$ cat config.mk
export PLATFORM = sky130hd
export DESIGN_NAME = uarti_core
export DESIGN_NICKNAME = d
export VERILOG_FILES = /design/src/rtl/uarti_pkg.sv /design/src/rtl/uarti_err_track.sv /design/src/rtl/uarti_thre_track.sv /design/src/rtl/uarti_prio.sv /design/src/rtl/uarti_core.sv
export SDC_FILE = /design/constraint.sdc
export NUM_CORES = 1
export LEC_CHECK = 0
export BUFFER_PORTS_ARGS = -buffer_cell sky130_fd_sc_hd__buf_4
export CAP_MARGIN = 5
export CORE_AREA = 3 3 40 42
export DETAILED_ROUTE_END_ITERATION = 12
export DIE_AREA = 0 0 43 45
export HOLD_SLACK_MARGIN = 0.06
export PLACE_DENSITY = 0.62
export SLEW_MARGIN = 40
export SYNTH_ARGS = -nofsm -noshare
export SYNTH_HDL_FRONTEND = slang
export SYNTH_SLANG_ARGS = --single-unit
$ cat constraint.sdc
create_clock -name clk -period 1.15 [get_ports clk]
set_input_delay 0.115 -clock clk [delete_from_list [all_inputs] [get_ports clk]]
set_output_delay 0.115 -clock clk [all_outputs]
set_load 0.005 [all_outputs]
$ cat src/rtl/uarti_pkg.sv
package uarti_pkg;
    localparam int ERR_W = 4;
    localparam int EN_W  = 3;
    localparam int EN_RX = 0;
    localparam int EN_TH = 1;
    localparam int EN_LS = 2;

    typedef enum logic [3:0] {
        ID_NONE = 4'b0001,
        ID_LINE = 4'b0110,
        ID_RXD  = 4'b0100,
        ID_THRE = 4'b0010
    } iir_code_e;

    typedef struct packed {
        logic [ERR_W-1:0] err;   // {break, framing, parity, overrun}
    } err_state_t;

    typedef struct packed {
        logic pend;
        logic empty;
        logic en_prev;
    } thre_state_t;
endpackage

$ cat src/rtl/uarti_err_track.sv
module uarti_err_track
    import uarti_pkg::*;
(
    input  logic             clk,
    input  logic             rst_n,
    input  logic             variant_mode,
    input  logic             byte_vld,
    input  logic             par_err,
    input  logic             frm_err,
    input  logic             brk,
    input  logic             ovr,
    input  logic             lsr_rd,
    output logic [ERR_W-1:0] err
);
    err_state_t st_d, st_q;
    logic [ERR_W-1:0] new_err;
    logic             good_byte;
    logic             clear_now;

    always_comb begin
        st_d      = st_q;
        new_err   = {byte_vld & brk, byte_vld & frm_err, byte_vld & par_err, ovr};
        good_byte = byte_vld & ~(par_err | frm_err | brk);
        clear_now = variant_mode ? good_byte : lsr_rd;
        st_d.err  = (clear_now ? '0 : st_q.err) | new_err;
    end

    always_ff @(posedge clk) begin
        if (!rst_n) st_q <= '0;
        else        st_q <= st_d;
    end

    assign err = st_q.err;
endmodule

$ cat src/rtl/uarti_thre_track.sv
module uarti_thre_track
    import uarti_pkg::*;
(
    input  logic clk,
    input  logic rst_n,
    input  logic variant_mode,
    input  logic en_thre,
    input  logic empty_evt,
    input  logic thr_wr,
    input  logic iir_rd,
    input  logic iir_is_thre,
    output logic pend
);
    thre_state_t st_d, st_q;
    logic rise_en;
    logic rd_clear;

    always_comb begin
        st_d         = st_q;
        st_d.en_prev = en_thre;
        rise_en      = en_thre & ~st_q.en_prev & st_q.empty;
        rd_clear     = iir_rd & (variant_mode | iir_is_thre);
        if (thr_wr)    st_d.empty = 1'b0;
        if (empty_evt) st_d.empty = 1'b1;
        if (thr_wr || rd_clear) st_d.pend = 1'b0;
        if (empty_evt || rise_en) st_d.pend = 1'b1;
    end

    always_ff @(posedge clk) begin
        if (!rst_n) begin
            st_q.pend    <= 1'b0;
            st_q.empty   <= 1'b1;
            st_q.en_prev <= en_thre;
        end else begin
            st_q <= st_d;
        end
    end

    assign pend = st_q.pend;
endmodule

$ cat src/rtl/uarti_prio.sv
module uarti_prio
    import uarti_pkg::*;
(
    input  logic            line_pend,
    input  logic            rx_pend,
    input  logic            thre_pend,
    input  logic [EN_W-1:0] en,
    output iir_code_e       code,
    output logic            req
);
    always_comb begin
        if (line_pend && en[EN_LS])     code = ID_LINE;
        else if (rx_pend && en[EN_RX])  code = ID_RXD;
        else if (thre_pend && en[EN_TH]) code = ID_THRE;
        else                            code = ID_NONE;
        req = (code != ID_NONE);
    end
endmodule

$ cat src/rtl/uarti_core.sv
module uarti_core
    import uarti_pkg::*;
(
    input  logic            clk,
    input  logic            rst_n,
    input  logic            variant_mode,
    input  logic [EN_W-1:0] irq_en,
    input  logic            rx_byte_vld,
    input  logic            rx_par_err,
    input  logic            rx_frm_err,
    input  logic            rx_brk,
    input  logic            rx_ovr,
    input  logic            rx_ready,
    input  logic            thr_empty_evt,
    input  logic            thr_wr,
    input  logic            iir_rd,
    input  logic            lsr_rd,
    output logic [3:0]      iir_id,
    output logic [ERR_W:1]  lsr_err,
    output logic            irq
);
    logic [ERR_W-1:0] err;
    logic             thre_pend;
    iir_code_e        code;

    uarti_err_track err_i (
        .clk(clk), .rst_n(rst_n), .variant_mode(variant_mode),
        .byte_vld(rx_byte_vld), .par_err(rx_par_err), .frm_err(rx_frm_err),
        .brk(rx_brk), .ovr(rx_ovr), .lsr_rd(lsr_rd), .err(err)
    );

    uarti_thre_track thre_i (
        .clk(clk), .rst_n(rst_n), .variant_mode(variant_mode),
        .en_thre(irq_en[EN_TH]), .empty_evt(thr_empty_evt), .thr_wr(thr_wr),
        .iir_rd(iir_rd), .iir_is_thre(code == ID_THRE), .pend(thre_pend)
    );

    uarti_prio prio_i (
        .line_pend(|err), .rx_pend(rx_ready), .thre_pend(thre_pend),
        .en(irq_en), .code(code), .req(irq)
    );

    assign iir_id  = code;
    assign lsr_err = err;
endmodule

# Word-level counts from Yosys, hierarchy flattened
# Cells that the tools add are included.
# totals
regBits	7
in_bits	16
out_inout_bits	9
elab_cells	35
# classes
n_eq_ne	2
mux	7
bitwise_logic	14
n_reduce_logical	8
# ops
cell	n
2-to-1 mux 4 bit	3
AND 1 bit	7
equality test 4 x 2 -> 1 bit (second input constant)	1
!= test 4 x 1 -> 1 bit (second input constant)	1
OR 4 bit	1
OR reduction 4 bit	1
logical AND 1 bit	3
2-to-1 mux 1 bit	3
inverter 1 bit	3
OR 1 bit	3
logical OR 1 bit	2
2-to-1 mux 2 bit	1
nonzero test 2 bit	1
OR reduction 2 bit	1

# Logic depth before layout (Yosys ltp)
# depth
word_depth	10
depth_mapped	3

# By module
# From an unflattened synthesis, not the netlist that was laid out.
# unflattened
cells_unflattened	41
area_unflattened_um2	391.6
# modules_own_cells
module	instances	cells_each	area_each_um2	seq_area_each_um2
uarti_err_track	1	22	225.2	80.1
uarti_thre_track	1	10	103.8	60.1
uarti_prio	1	7	46.3	0.0
uarti_core	1	2	16.3	0.0

# Worst setup path after synthesis
# No wires, ideal clock.
# synth_timing
path_kind	reg-to-reg
startpoint	register err_i.st_q, in the netlist err_i.err[2]
endpoint	register thre_i.pend (netlist name)
arrival_time_ns	1.105
t_required_ns	1.028
path_slack_ns	-0.076
stages_incl_launch_ff	4
path_buffers	0
synth_period_minus_slack_ns	1.226
cell_sequence	dfxtp_1 > o41ai_4 > nand4_1 > a221o_1
# synth_between
elab_chain_cells	8
# synth_lines
element	line	source
from (decl)	uarti_err_track.sv:15	err_state_t st_d, st_q;
from (signal assigned)	uarti_err_track.sv:30	else st_q <= st_d;
OR reduction 4 bit	uarti_core.sv:39	.line_pend(|err), .rx_pend(rx_ready), .thre_pend(thre_pend),
logical AND 1 bit	uarti_prio.sv:12	if (line_pend && en[EN_LS]) code = ID_LINE;
2-to-1 mux 4 bit	uarti_prio.sv:12	
equality test 4 x 2 -> 1 bit	uarti_core.sv:35	.iir_rd(iir_rd), .iir_is_thre(code == ID_THRE), .pend(thre_pend)
OR 1 bit	uarti_thre_track.sv:22	rd_clear = iir_rd & (variant_mode | iir_is_thre);
AND 1 bit	uarti_thre_track.sv:22	
logical OR 1 bit	uarti_thre_track.sv:25	if (thr_wr || rd_clear) st_d.pend = 1'b0;
nonzero test 2 bit (no line)	--	
# Every way passes these cells.
# A chain may end at the register's enable or synchronous reset.

# Worst setup path in the final report
# layout_timing
startpoint	register err_i.st_q, in the netlist err_i.err[3]
endpoint	output port irq
# layout_between
elab_chain_cells	4
# layout_lines
element	line	source
OR reduction 4 bit	uarti_core.sv:39	
logical AND 1 bit	uarti_prio.sv:12	
2-to-1 mux 4 bit	uarti_prio.sv:12	
!= test 4 x 1 -> 1 bit	uarti_prio.sv:16	req = (code != ID_NONE);
to (decl)	uarti_core.sv:20	output logic irq
# Every way passes these cells.

==> summary.txt <==
Run status
  – Status: finished, violations left
  – Failing checks: negative setup slack

Floorplan
  – Core area: 1280 µm²
  – IO Pins: 25
  – Die area: 1940 µm²
  – Initial Util: 26.5%
  – # rows: 13
  – Die height: 45 µm
  – Die width: 43 µm

Yosys
  – Synthesis-stage register bit count: 7
  – Top-count cell post-synth: nand2_1
  – Synth area leaders: dfxtp_1 (41%), nand2_1 (11%), o41ai_4 (8.1%), nand3_1 (5.9%), o21ai_0 (5.9%)
  – Post-synth net total: 56
  – Post-synth top area cell: dfxtp_1
  – Post-Synthesis Cells: 40
  – Sequential area share after synthesis: 41.2%
  – Post-synth EDFFs: 0
  – Synth top area share: 41.2%
  – Post-synth cell types: 18
  – Syn Std Cell Area: 340 µm²
  – Average size of a mapped cell: 8.51 µm²
  – Commonest cells post-synth: nand2_1 (10), dfxtp_1 (7), nand3_1 (4), o21ai_0 (4), nor3_1 (2)
  – Share of flip-flops with an asynchronous set or reset: 0%
  – Syn. warnings: 0
  – Ys flop type: dfxtp_1

CTS
  – Inserted Clock Buffers: 3
  – Root Driver: clkbuf_4
  – Clk pin slew, worst setup/hold paths: 0.05 ns
  – H-Tree Depth: 1
  – Maximum clock path buffer count: 2
  – TritonCTS clock tree: yes
  – Clock sinks: 7
  – Worst-skew pair later-pin latency: 0.25 ns

Setup path
  – Critical path arrival: 1.38 ns
  – Worst-path cell chain: o41ai_4, nand2_2, a21o_1, buf_6
  – CP bufs+invs: 1
  – WS Path Type: flip-flop to primary output
  – Worst path max stage delay: 0.39 ns
  – Crit-path max FO: 3
  – Setup crit end kind: primary output
  – Critical path's slowest cell: o41ai_4
  – Required time of the critical path: 1.03 ns
  – Largest delay share family, worst path: compound AO/OA/AOI/OAI gates
  – Critical Path Source Type: flip-flop

GRT
  – Grt total ovfl: 0
  – Vias in the first global route: 382
  – Pin count of the biggest net entering global routing: 12
  – GRT Overall Usage: 11.7%
  – Initial antenna violation count: 0
  – First-pass GRT wire length: 1630 µm

Power and ir drop
  – Worst vdd ir: 551 µV
  – P_leak: 0.000290 µW
  – Pwr Density: 1130 nW/µm²

Routing
  – TritonRoute pass-1 iters: 3
  – Antenna viol nets, final: 0
  – DRT iter0 DRCs: 10
  – Routed WL: 943 µm
  – Avg WL per Cell: 11.0 µm
  – Remaining DRCs: 0
  – Overall via count from detail_route: 398
  – Via-to-Cell Ratio: 4.63

STA
  – Final WS setup: -0.342 ns
  – RSZ-0062 raised after global routing: yes
  – WHS: 0.0647 ns
  – Setup Skew: 0.00186 ns
  – Final setup fails: 5
  – Final worst-path cycle share: 130%
  – Final slew viol count: 0
  – Fin. Hold Viols: 0
  – Highest Clock Rate: 670 MHz
  – Post-route setup TNS: -1.36 ns
  – Min cycle time layout: 1.49 ns

Placement
  – I/O Buffers: 23
  – Inst Count DP: 80
  – Hpwl dp: 700 µm
  – Gpl congestion: 0.697

Finish
  – Util after Layout: 47.7%
  – # fillers: 136
  – Area of the multi-input gates: 198 µm²
  – Register area: 143 µm²
  – Ant. Diodes: 0
  – Fin cells: 86
  – P&R area growth vs syn: 80.1%
  – Fraction of layout cells with a size suffix above 1: 53.5%
  – NumNets Final: 88

Job
  – Maxcap violations: 0

Hold path
  – Worst hold path class: input pin to flip-flop
-- metrics by stage --
step | power, µW | instance area (µm²) | worst slack (ns)
6_report | 690 | 613 | -0.342
5_1_grt | 743 | 613 | -0.406
4_1_cts | 694 | 607 | -0.354
3_5_place_dp | 448 | 552 | -0.112
3_3_place_gp | 447 | 552 | -0.0888
2_1_floorplan | 339 | 342 | -0.0613
-- kinds of logic (layout without fill, tap and decap cells) --
logic type | Yosys count | in the layout | share of synthesized area [%]
AND/OR/NAND/NOR | 20 | 20 | 28.3
AO/OA/AOI/OAI | 9 | 9 | 22.8
flip-flops | 7 | 7 | 41.2
buffers and inverters | 2 | 33 | 3.31
other | 1 | 1 | 1.10
multiplexers | 1 | 1 | 3.31
-- worst reg2reg max path, delay by kind of cell (launching register included) --
| kind | cells | cell delay, ns |
|---|---|---|
| buf+inv | 1 | 0.18 |
| simple gates | 1 | 0.08 |
| compound gates | 2 | 0.68 |
| flops | 1 | 0.33 |
-- power breakdown --
| group | total (µW) | switching, µW | internal (µW) |
|---|---|---|---|
| clock network | 225 | 92.1 | 133 |
| logic | 186 | 68.3 | 118 |
| registers | 279 | 17.1 | 262 |
-- path summary, 6_finish.rpt --
check / start / end / slack [ns] / cells after the start
setup / recovery: err_i.err[3] / irq / -0.34 / 4
hold reg to reg: thre_i.st_q[1] / thre_i.st_q[1] / 0.48 / 2
setup reg to reg: err_i.err[3] / thre_i.pend / -0.23 / 4
hold / removal: rx_ovr / err_i.err[0] / 0.06 / 3
-- layout make-up --
cell class                      instances  area share, %
Sequential cell                         7           23.3
Timing Repair Buffer                   29           37.1
Clock buffer                            4           4.29
Tap cell                               15           3.06
Multi-Input combinational cell         31           32.2
-- state kept, by name, indices dropped and copies added, names as in the netlist --
signal       cells
err_i.err        4
thre_i.st_q      2
thre_i.pend      1
-- timing repair --
item,in CTS,in global routing
pin swaps,2,1
hold endpoints to repair,1,0
hold buffers,1,0
endpoints found under the setup margin,5,5
buffers inserted,1,0
resized for setup,4,2
-- layer usage --
metal	vias to the layer above	routed length, µm	track usage (%)
li1	205	-	-
met1	178	398	14.3
met2	13	472	16.8
met3	2	49	3.98
met4	0	22	9.04
met5	-	0	0
-- layout by cell type, fill, tap and decap left out, drive strengths merged --
master,Yosys,routed
a21oi,1,1
clkbuf,1,4
nand3b,1,1
o21ai,4,4
nand4,1,1
dlygate4sd3,0,1
o41ai,1,1
nor3,2,2
o21bai,1,1
a21o,1,1
nand2,10,10
a221o,1,1
mux2,1,1
nand3,4,4
conb,1,1
nor4b,1,1
buf,1,28
nand2b,1,1
dfxtp,7,7
Power figures use the tool's default switching activity.
